[src/rtl/gate_seq.sv]
module gate_seq #(
  parameter int HS_OFF_DLY = 5,
  parameter int LS_ON_DLY  = 5,
  parameter int LS_OFF_TMO = 4,
  parameter int TRI_GH_DLY = 21,
  parameter int TRI_GL_DLY = 38,
  parameter int DIS_DLY    = 5,
  parameter int EXIT_DLY   = 4,
  parameter int MIN_OFF    = 16
) (
  input  logic       clk,
  input  logic       rst_n,
  input  logic [1:0] ctl,
  input  logic       dis_n,
  input  logic       skip_n,
  input  logic       uv_logic,
  input  logic       uv_boot,
  input  logic       sw_low,
  input  logic       hs_vgs_low,
  input  logic       ls_vgs_low,
  output logic       gh,
  output logic       gl,
  output logic [2:0] mode
);
  function automatic int maxi(input int a, input int b);
    return (a > b) ? a : b;
  endfunction

  localparam int CMAX = maxi(maxi(maxi(HS_OFF_DLY, LS_ON_DLY), maxi(LS_OFF_TMO, TRI_GL_DLY)),
                             maxi(maxi(DIS_DLY, EXIT_DLY), maxi(MIN_OFF, TRI_GH_DLY)));
  localparam int CW = $clog2(CMAX + 1);

  typedef enum logic [2:0] {
    ST_OFF = 3'd0, ST_LO = 3'd1, ST_LH = 3'd2, ST_HI = 3'd3, ST_HL = 3'd4, ST_TRI = 3'd5
  } st_t;

  st_t st, st_n;
  logic [CW-1:0] cnt, cnt_n, tcnt, tcnt_n, lrun, dcnt;
  logic act;

  wire is_lo  = (ctl == 2'b00);
  wire is_hi  = (ctl == 2'b01);
  wire is_mid = ctl[1];
  wire kill   = uv_logic | uv_boot | ~act;

  always_ff @(posedge clk or negedge rst_n) begin
    if (!rst_n) begin
      act  <= 1'b0;
      dcnt <= '0;
    end else if (dis_n == act) begin
      dcnt <= '0;
    end else if (dcnt == CW'(DIS_DLY - 1)) begin
      act  <= dis_n;
      dcnt <= '0;
    end else begin
      dcnt <= dcnt + CW'(1);
    end
  end

  always_ff @(posedge clk or negedge rst_n) begin
    if (!rst_n)              lrun <= '0;
    else if (!is_lo)         lrun <= '0;
    else if (lrun != CW'(MIN_OFF)) lrun <= lrun + CW'(1);
  end

  always_comb begin
    st_n   = st;
    cnt_n  = cnt;
    tcnt_n = '0;
    if (kill) begin
      st_n  = ST_OFF;
      cnt_n = '0;
    end else begin
      case (st)
        ST_OFF: begin
          if (is_mid) begin
            st_n  = ST_TRI;
            cnt_n = '0;
          end else if (is_lo) begin
            if (cnt == CW'(EXIT_DLY - 1)) begin
              st_n  = ST_LO;
              cnt_n = '0;
            end else cnt_n = cnt + CW'(1);
          end else cnt_n = '0;
        end
        ST_TRI: begin
          if (is_mid) cnt_n = '0;
          else if (cnt == CW'(EXIT_DLY - 1)) begin
            st_n  = is_lo ? ST_LO : ST_HI;
            cnt_n = '0;
          end else cnt_n = cnt + CW'(1);
        end
        default: begin
          if (is_mid) begin
            if (tcnt == CW'(TRI_GL_DLY - 1)) begin
              st_n  = ST_TRI;
              cnt_n = '0;
            end else begin
              tcnt_n = tcnt + CW'(1);
              if (st == ST_HI && tcnt == CW'(TRI_GH_DLY - 1)) begin
                st_n  = ST_HL;
                cnt_n = '0;
              end
            end
          end else begin
            case (st)
              ST_LO: if (is_hi && lrun == CW'(MIN_OFF)) begin
                st_n  = ST_LH;
                cnt_n = '0;
              end
              ST_LH: begin
                if (is_lo) begin
                  st_n  = ST_LO;
                  cnt_n = '0;
                end else if (ls_vgs_low || cnt == CW'(LS_OFF_TMO - 1)) begin
                  st_n  = ST_HI;
                  cnt_n = '0;
                end else cnt_n = cnt + CW'(1);
              end
              ST_HI: begin
                if (!is_lo) cnt_n = '0;
                else if (cnt == CW'(HS_OFF_DLY - 1)) begin
                  st_n  = ST_HL;
                  cnt_n = '0;
                end else cnt_n = cnt + CW'(1);
              end
              ST_HL: begin
                if (is_hi) begin
                  st_n  = ST_HI;
                  cnt_n = '0;
                end else if (cnt != '0 || sw_low || hs_vgs_low) begin
                  if (cnt == CW'(LS_ON_DLY - 1)) begin
                    st_n  = ST_LO;
                    cnt_n = '0;
                  end else cnt_n = cnt + CW'(1);
                end
              end
              default: st_n = ST_OFF;
            endcase
          end
        end
      endcase
    end
  end

  always_ff @(posedge clk or negedge rst_n) begin
    if (!rst_n) begin
      st   <= ST_OFF;
      cnt  <= '0;
      tcnt <= '0;
    end else begin
      st   <= st_n;
      cnt  <= cnt_n;
      tcnt <= tcnt_n;
    end
  end

  assign gh   = act & ~uv_logic & ~uv_boot & (st == ST_HI);
  assign gl   = act & ~uv_logic & skip_n & (st == ST_LO);
  assign mode = st;
endmodule

[config.mk]
export PLATFORM = sky130hd
export DESIGN_NAME = gate_seq
export DESIGN_NICKNAME = d
export VERILOG_FILES = /design/src/rtl/gate_seq.sv
export SDC_FILE = /design/constraint.sdc
export NUM_CORES = 1
export LEC_CHECK = 0
export ABC_CLOCK_PERIOD_IN_PS = 3180
export BUFFER_PORTS_ARGS = -buffer_cell sky130_fd_sc_hd__buf_4
export CORE_MARGIN = 1
export CORE_UTILIZATION = 63
export CTS_BUF_LIST = sky130_fd_sc_hd__clkbuf_16
export CTS_CLUSTER_DIAMETER = 80
export DETAILED_ROUTE_END_ITERATION = 16
export PLACE_DENSITY_LB_ADDON = 0.05
export SLEW_MARGIN = 20
export SYNTH_ARGS = -nofsm -noshare
export SYNTH_HDL_FRONTEND = slang
export SYNTH_SLANG_ARGS = --single-unit
[constraint.sdc]
create_clock -name clk -period 3.18 [get_ports clk]
set_input_delay 0.477 -clock clk [delete_from_list [all_inputs] [get_ports clk]]
set_output_delay 0.477 -clock clk [all_outputs]
set_load 0.01 [all_outputs]
==> summary.txt, run 1 <==
Global route
  – Global Route Usage Sum: 0.267
  – Initial antenna violation count: 0
  – First-pass GRT wire length: 6490 um
  – Vias in the first global route: 1464
  – Largest net degree at the start of global routing: 29
  – GRT Residual Overflow: 0

Die
  – Die area: 3050 um^2
  – Std-Cell Core Area: 2570 um^2
  – Die Span X: 55.2 um
  – Die Ht: 55.2 um
  – IO Count: 16
  – Row count: 18
  – Initial Utilization: 0.695

Yosys
  – Synth Instances: 194
  – EDFF count, synth: 0
  – Yosys cell types: 51
  – Mean Syn Cell Area: 9.20 um^2
  – FFs w/ async S/R, synth: 1.00
  – FF+latch count, synth: 28
  – Syn. warnings: 0
  – Main synth FF type: dfrtp_1
  – Syn Std Cell Area: 1780 um^2
  – Sequential area share after synthesis: 0.393
  – Syn nets: 214

Pwr
  – Pint: 744 uW
  – VDD IR max: 0.531 mV
  – Clock Power Share: 0.364
  – PwrDens: 517 nW/um^2
  – Sequential power share: 0.418
  – Final Power: 1040 uW
  – Leakage Power: 0.000930 uW
  – Sw power: 296 uW
  – Combinational share of power: 0.218
  – Net Sw Frac: 0.285

Clock tree
  – CTS tree: done
  – Post CTS Setup Buffer Count: 0
  – H-tree depth: 1
  – Clk Latency, worst-skew pair: 0.27 ns
  – Root buffer cell: clkbuf_16
  – Post-cts resize count: 0
  – CTS Hold Bufs: 0
  – Clock transition at path regs: 0.07 ns
  – Clk buf depth: 2
  – CTS Buf Count: 3
  – Sink Count: 28

STA
  – FMAX: 0.422 GHz
  – Final setup viols: 0
  – Setup TNS: 0 ns
  – RSZ-0062 raised after global routing: false
  – Fin. Hold Viols: 0
  – Slew Limit Fails: 0
  – Period Utilization, post-route: 0.746
  – Fin crit period: 2.37 ns
  – Worst slew pin tran: 0.695 ns
  – Slew HR: 0.530
  – Worst Setup Slack, final: 0.809 ns
  – Worst Clk Skew: 0.00353 ns

Place
  – Placed cells: 232
  – IO Port Bufs: 15
  – Post-DP HPWL: 2750 um
  – Pre-CTS setup slack: 0.770 ns
  – GPL Wtd Cong: 0.896
  – Placed cell areas: 1910 um^2

Routing
  – Avg WL per Cell: 16.4 um
  – Vias: 1478
  – Vias per Instance: 6.26
  – Detail Route Antenna Nets: 0
  – DRC Markers: 0
  – Pre-antenna DRT Iters: 4
  – Final WL: 3870 um
  – DRT iter0 DRCs: 70

Setup path
  – Delay-heaviest family, CP: simple AND/OR/NAND/NOR gates
  – Largest stage delay, worst path: 0.68 ns
  – Critical path, cell by cell: or2_2, a21o_1, or3b_1, o211ai_2, nor2_2, mux2_4
  – Crit path buf inv count: 0
  – Slowest CP cell: dfrtp_1
  – WP data required: 3.34 ns
  – CP startpoint kind: flop
  – Critical Path End Type: flop
  – Critical path arrival: 2.53 ns
  – CP Class: reg -> reg
  – Max FO, Critical Path: 18

Finish
  – Area grow syn2layout: 12.7%
  – Final #Nets: 227
  – Final std cells w/o fill: 236
  – Share of post-route cells with drive strength above 1: 0.146
  – N_diodes: 0
  – Final instance area: 2010 um^2

Run status
  – Outcome: finished clean

Worst hold path
  – HP Class: in -> async

Job
  – Max-cap violation count: 0
## per-layer routing
layer	global-route usage	vias up	wire length, um	part of all wire
met5	0	-	0	0
met4	0.107	0	75	0.019
met3	0.0585	9	230	0.059
met2	0.446	51	1940	0.50
met1	0.336	720	1620	0.42
li1	-	698	-	-
## power by group through the flow
stage               logic (uW)  registers [uW]  clock network, uW
finish                     227             434                379
detailed placement         223             441                  0
floorplan                  169             422                  0
global placement           211             437                  0
global route               253             440                399
CTS                        228             434                379
## final timing paths
path	from	depth (start not counted)	slack, ns	to
min in group clk	dis_n	2	0.47	act
max	mode[2]	6	0.81	cnt[0]
min reg2reg	dcnt[0]	1	0.49	dcnt[0]
max reg2reg	mode[2]	6	0.81	cnt[0]
max in group asynchronous	rst_n	1	2.80	lrun[1]
min	rst_n	1	0.11	dcnt[5]
## registers in the layout, indices dropped and copies added, names as in the netlist
register,count
cnt,6
dcnt,6
lrun,6
tcnt,6
mode,3
act,1
## cells in the final DEF, fill, tap and decap left out, drive strengths merged, types with 5 or more instances in the layout
cell type and instances:
a21oi 5, nor2 27, inv 12, xor2 8
dfrtp 28, xnor2 7, nand2 13, ha 9
buf 15, nand3 9
## metrics by stage
step | hold WS (ns) | util
final | 0.111 | 0.783
after CTS | 0.125 | 0.783
after global placement | 0.406 | 0.742
after global routing | 0.145 | 0.783
after detailed placement | 0.413 | 0.742
after floorplan | 0.181 | -
## kinds of logic after synthesis
logic type | after synthesis | share of synthesized area
simple gates | 86 | 0.260
mux | 5 | 0.0330
compound gates | 31 | 0.130
buf+inv | 19 | 0.0414
flops | 28 | 0.393
fa+ha+maj | 10 | 0.0687
xor+xnor | 15 | 0.0736
## cell type report
class	instances	area [um^2]
clock buffer	3	75.1
clock inverter	1	30.0
fill	173	557
inverter	12	45.0
multi-input combinational	147	1010
sequential	28	701
tap	30	37.5
timing repair buffer	15	113
## Yosys cell counts (2+ instances only)
cell type  count  area, um^2
a21o_1         4        30.0
a21oi_1        5        25.0
a221oi_1       2        17.5
a22o_1         2        17.5
a31oi_1        2        12.5
and3_1         3        18.8
buf_2          2        10.0
clkbuf_1       5        18.8
dfrtp_1       28         701
ha_1           9         113
inv_1         12        45.0
mux2_1         2        22.5
nand2_1       13        48.8
nand2b_1       2        12.5
nand3_1        9        45.0
nand3b_1       3        22.5
nor2_1        26        97.6
nor2b_1        4        25.0
nor3_1         4        20.0
nor3b_1        2        15.0
nor4_1         2        12.5
nor4b_1        2        17.5
o211ai_2       2        25.0
o21ai_0        4        20.0
o21bai_1       2        15.0
or2_2          3        18.8
or3b_1         2        17.5
or4_1          2        15.0
xnor2_1        7        61.3
xor2_1         8        70.1
## worst reg2reg max path: stages (launching register included)
cell	delay, ns
dfrtp_1	0.68
or2_2	0.22
a21o_1	0.16
or3b_1	0.48
o211ai_2	0.37
nor2_2	0.08
mux2_4	0.26
Power figures use the tool's default switching activity.
==> inputs of run 2 (changes only) <==
Settings changed: ABC_CLOCK_PERIOD_IN_PS 3180 to 2100, CORE_UTILIZATION 63 to 53.
Clock period 3.18 ns to 2.1 ns, I/O delays scaled along.
==> run 2 against run 1 <==
Largest power group unchanged; clock skew rose by 0.0032 ns; sequential power increased by 45%; wire length fell by 2.4%.
==> summary.txt, run 2 (synthesis results as in run 1) <==
Pwr
  – VDD IR max: 0.366 mV
  – PwrDens: 670 nW/um^2
  – Pint: 1060 uW
  – Net Sw Frac: 0.295
  – Sw power: 444 uW
  – Clock Power Share: 0.285
  – Leakage Power: 0.00103 uW
  – Combinational share of power: 0.298
  – Sequential power share: 0.417

Clock tree
  – Clock transition at path regs: 0.07 ns
  – Clk Latency, worst-skew pair: 0.26 ns
  – CTS Buf Count: 3
  – Sink Count: 28
  – Clk buf depth: 2
  – Root buffer cell: clkbuf_16
  – H-tree depth: 1
  – CTS tree: done

Setup path
  – WP data required: 2.24 ns
  – Critical Path End Type: flop
  – Flop2flop setup slack: 0.06 ns
  – Worst r2r src: tcnt[0]
  – CP Class: reg -> reg
  – Critical path arrival: 2.18 ns
  – Crit path from: tcnt[0]
  – CP startpoint kind: flop
  – Worst setup path end: mode[2]
  – Reg2Reg Depth: 7
  – Max FO, Critical Path: 3
  – Crit Reg-Reg Endpoint: mode[2]

STA
  – FMAX: 0.490 GHz
  – Hold Worst Slack: 0.319 ns
  – Fin crit period: 2.04 ns
  – Slew HR: 0.761
  – RSZ-0062 raised after global routing: true
  – Final setup viols: 0
  – Worst Clk Skew: 0.00674 ns
  – Slew Limit Fails: 0
  – Worst slew pin tran: 0.359 ns
  – Fin. Hold Viols: 0
  – Period Utilization, post-route: 0.971

Global route
  – Vias in the first global route: 1398
  – Initial antenna violation count: 0
  – Global Route Usage Sum: 0.224
  – Largest net degree at the start of global routing: 29
  – GRT Residual Overflow: 0
  – First-pass GRT wire length: 6180 um

Finish
  – Highest-count cells in the layout ignoring fill and taps: 33 x buf_4, 27 x dfrtp_1, 25 x nor2_1, 13 x nand2_1, 11 x inv_1
  – Area grow syn2layout: 25.9%
  – N_diodes: 0
  – Share of post-route cells with drive strength above 1: 0.265
  – Final Util: 0.718
  – Final #Nets: 247
  – Commonest non-fill, non-tap cell in the layout: buf_4

Routing
  – Avg WL per Cell: 14.0 um
  – Pre-antenna DRT Iters: 4
  – Detail Route Antenna Nets: 0
  – DRT iter0 DRCs: 77
  – Final WL: 3780 um
  – Vias per Instance: 5.49
  – Vias: 1482
  – DRC Markers: 0

Job
  – Max-cap violation count: 0

Worst hold path
  – HP Class: in -> reg

Die
  – Die Span X: 60.0 um
  – Std-Cell Core Area: 3130 um^2
  – IO Count: 16
  – Row count: 20
  – Die area: 3600 um^2
  – Initial Utilization: 0.570
  – Die Ht: 60.0 um

Place
  – GPL Wtd Cong: 0.891
  – Post-DP HPWL: 2710 um
  – IO Port Bufs: 15

Run status
  – Outcome: finished clean
run 2: area by class of cell:
| cell class | count | area, um^2 |
|---|---|---|
| clock buffer | 3 | 75.1 |
| clock inverter | 1 | 3.75 |
| fill | 225 | 881 |
| inverter | 12 | 45.0 |
| multi-input combinational | 147 | 1100 |
| sequential | 28 | 702 |
| tap | 44 | 55.1 |
| timing repair buffer | 35 | 269 |
run 2: what timing repair did:
item,4_1_cts,5_1_grt
endpoints found under the setup margin,3,9
resized for setup,1,18
hold endpoints to repair,28,0
hold buffers,1,0
gates cloned,0,0
pin swaps,0,7
setup buffers,0,1
run 2: power groups by stage:
stage / clock network [uW] / logic [uW] / registers [uW]
after floorplan: 0 / 256 / 640
after global placement: 0 / 411 / 633
after detailed placement: 0 / 422 / 636
after CTS: 431 / 425 / 627
after global routing: 456 / 500 / 637
final: 428 / 449 / 628
run 2: stage by stage:
step | total power [uW] | instance area (um^2) | setup TNS (ns) | std cells | setup WS, ns
2_1_floorplan | 895 | 1780 | 0 | 194 | 0.0207
3_3_place_gp | 1040 | 2070 | 0 | 265 | 0.0344
3_5_place_dp | 1060 | 2070 | 0 | 265 | 0.0224
4_1_cts | 1480 | 2160 | 0 | 270 | 0.0100
5_1_grt | 1590 | 2250 | -0.105 | 270 | -0.0266
6_report | 1510 | 2250 | 0 | 270 | 0.0604
run 2: critical path, cell delays in order, from the launching register on:
cell and delay [ns]:
dfrtp_1 0.40, inv_1 0.06, ha_1 0.14, nand3b_1 0.07, or4_1 0.47, a31oi_2 0.25
o211ai_2 0.16, a221o_1 0.37
run 2: worst min-delay path by stage:
stage | startpoint | to | slack, ns | cells past startpoint
after floorplan | rst_n | act | 0.02 | 0
after global placement | rst_n | dcnt[3] | 0.25 | 1
after detailed placement | rst_n | dcnt[3] | 0.25 | 1
after CTS | dis_n | act | 0.32 | 2
after global routing | dis_n | act | 0.33 | 2
final | dis_n | act | 0.32 | 2
run 2: layer usage:
metal / track usage / vias up / wire length (um)
met4: 0.0399 / 0 / 11
li1: - / 741 / -
met2: 0.379 / 27 / 1850
met5: 0 / - / 0
met3: 0.0281 / 2 / 104
met1: 0.307 / 712 / 1810
==> inputs of run 3 (changes only) <==
Settings changed: ABC_CLOCK_PERIOD_IN_PS 2100 to 1900, CORE_MARGIN 1 to 8, CORE_UTILIZATION 53 to 59.
Clock period 2.1 ns to 1.9 ns, I/O delays scaled along.
==> run 3 against run 2 <==
Register-to-register slack worse by 0.23 ns; combinational power is 29% higher; highest routed layer unchanged; die area is 40% higher; global-route usage is 6.0 points lower; the run now ends with negative setup slack left; critical endpoint unchanged; wire length is 16% higher; utilization is 12 points higher.
==> summary.txt, run 3 (synthesis results as in run 1) <==
Die
  – Row count: 20
  – IO Count: 16
  – Die Span X: 71.0 um
  – Die Ht: 71.0 um
  – Die area: 5040 um^2
  – Std-Cell Core Area: 2950 um^2
  – Initial Utilization: 0.604

Clock tree
  – Root buffer cell: clkbuf_16
  – H-tree depth: 1
  – Clk buf depth: 2
  – Sink Count: 28
  – CTS Buf Count: 3
  – Clock transition at path regs: 0.07 ns
  – Clk Latency, worst-skew pair: 0.27 ns
  – CTS tree: done

Place
  – Post-DP HPWL: 3020 um
  – IO Port Bufs: 15
  – Placed cells: 269
  – GPL Wtd Cong: 0.871
  – Placed cell areas: 2200 um^2
  – Pre-CTS setup slack: -0.210 ns

Finish
  – N_diodes: 0
  – Final instance area: 2470 um^2
  – Share of post-route cells with drive strength above 1: 0.366
  – Final #Nets: 264
  – Highest-count cells in the layout ignoring fill and taps: 48 x buf_4, 27 x dfrtp_1, 24 x nor2_1, 13 x nand2_1
  – Area grow syn2layout: 38.3%
  – Commonest non-fill, non-tap cell in the layout: buf_4
  – Final std cells w/o fill: 276

STA
  – FMAX: 0.484 GHz
  – Worst slew pin tran: 0.418 ns
  – Period Utilization, post-route: 1.09
  – Worst Setup Slack, final: -0.166 ns
  – Slew Limit Fails: 0
  – Fin. Hold Viols: 0
  – Final setup viols: 8
  – Slew HR: 0.719
  – Fin crit period: 2.07 ns
  – RSZ-0062 raised after global routing: true
  – Worst Clk Skew: 0.00870 ns

Global route
  – Largest net degree at the start of global routing: 29
  – Initial antenna violation count: 0
  – Vias in the first global route: 1569
  – GRT Residual Overflow: 0
  – First-pass GRT wire length: 6850 um
  – Global Route Usage Sum: 0.164

Setup path
  – Flop2flop setup slack: -0.17 ns
  – Critical path, cell by cell: inv_2, ha_4, nand3b_1, or4_4, a31oi_4, o211ai_4, a221o_1
  – Crit Reg-Reg Endpoint: mode[2]
  – CP Class: reg -> reg
  – Largest stage delay, worst path: 0.54 ns
  – Slowest CP cell: or4_4
  – WP data required: 2.04 ns
  – Worst r2r src: tcnt[0]
  – Critical path arrival: 2.21 ns
  – Critical Path End Type: flop
  – Reg2Reg Depth: 7
  – Max FO, Critical Path: 4
  – CP startpoint kind: flop

Worst hold path
  – Hold Path Cell Cnt: 2
  – Hold Path End: act
  – HP Class: in -> reg
  – Hold Startpoint: dis_n

Routing
  – Vias: 1597
  – DRC Markers: 0
  – Final WL: 4400 um
  – Pre-antenna DRT Iters: 4
  – Detail Route Antenna Nets: 0
  – DRT iter0 DRCs: 132
  – Vias per Instance: 5.79
  – Avg WL per Cell: 15.9 um

Pwr
  – VDD IR max: 0.492 mV
  – Leakage Power: 0.00113 uW
  – PwrDens: 770 nW/um^2

Run status
  – Outcome: finished with violations
  – Violated checks: negative setup slack

Job
  – Max-cap violation count: 0
-- run 3: through the flow --
stage	hold slack, ns	utilization	TNS, ns	power, uW
finish	0.290	0.836	-0.874	1900
global route	0.297	0.836	-1.43	1980
CTS	0.295	0.806	-0.767	1860
detailed placement	0.223	0.744	-1.40	1220
global placement	0.215	0.744	-1.05	1200
floorplan	-0.0106	-	-0.815	1010
-- run 3: worst max-delay path by stage --
stage	to	slack, ns	depth (start not counted)	from
2_1_floorplan	cnt[0]	-0.18	7	act
3_5_place_dp	mode[0]	-0.21	8	uv_logic
3_3_place_gp	mode[0]	-0.17	8	uv_logic
6_report	mode[2]	-0.17	7	tcnt[0]
4_1_cts	mode[1]	-0.14	5	act
5_1_grt	mode[2]	-0.23	7	tcnt[0]
-- run 3: cell type report --
cell class	instances	area, um^2
Clock buffer	3	75.1
Clock inverter	1	30.0
Fill cell	171	485
Inverter	12	47.5
Multi-Input combinational cell	147	1170
Sequential cell	28	702
Tap cell	33	41.3
Timing Repair Buffer	52	398
-- run 3: timing repair --
action / in CTS / in global routing
setup buffers: 1 / 1
pin swaps: 4 / 6
gates resized for setup: 11 / 21
hold buffers: 1 / 0
hold endpoints to repair: 28 / 0
endpoints found under the setup margin: 9 / 9
-- run 3: layer usage --
metal,part of all wire,track usage,up-vias
li1,-,-,776
met1,0.45,0.208,784
met2,0.51,0.283,33
met3,0.030,0.0226,4
met4,0.011,0.0439,0
met5,0,0,-
-- run 3: where the power goes --
part	internal [uW]	total [uW]	leakage (uW)	switching, uW
Sequential	647	696	0.000383	49.3
Combinational	289	578	0.000692	289
Clock	420	625	0.0000511	205
Total	1360	1900	0.00113	544
-- run 3: critical path, delay by kind of cell (launching register included) --
family | cells | cell delay, ns
buffers and inverters | 1 | 0.10
flip-flops | 1 | 0.43
adder cells (fa/ha/maj) | 1 | 0.13
AND/OR/NAND/NOR | 2 | 0.63
AO/OA/AOI/OAI | 3 | 0.67
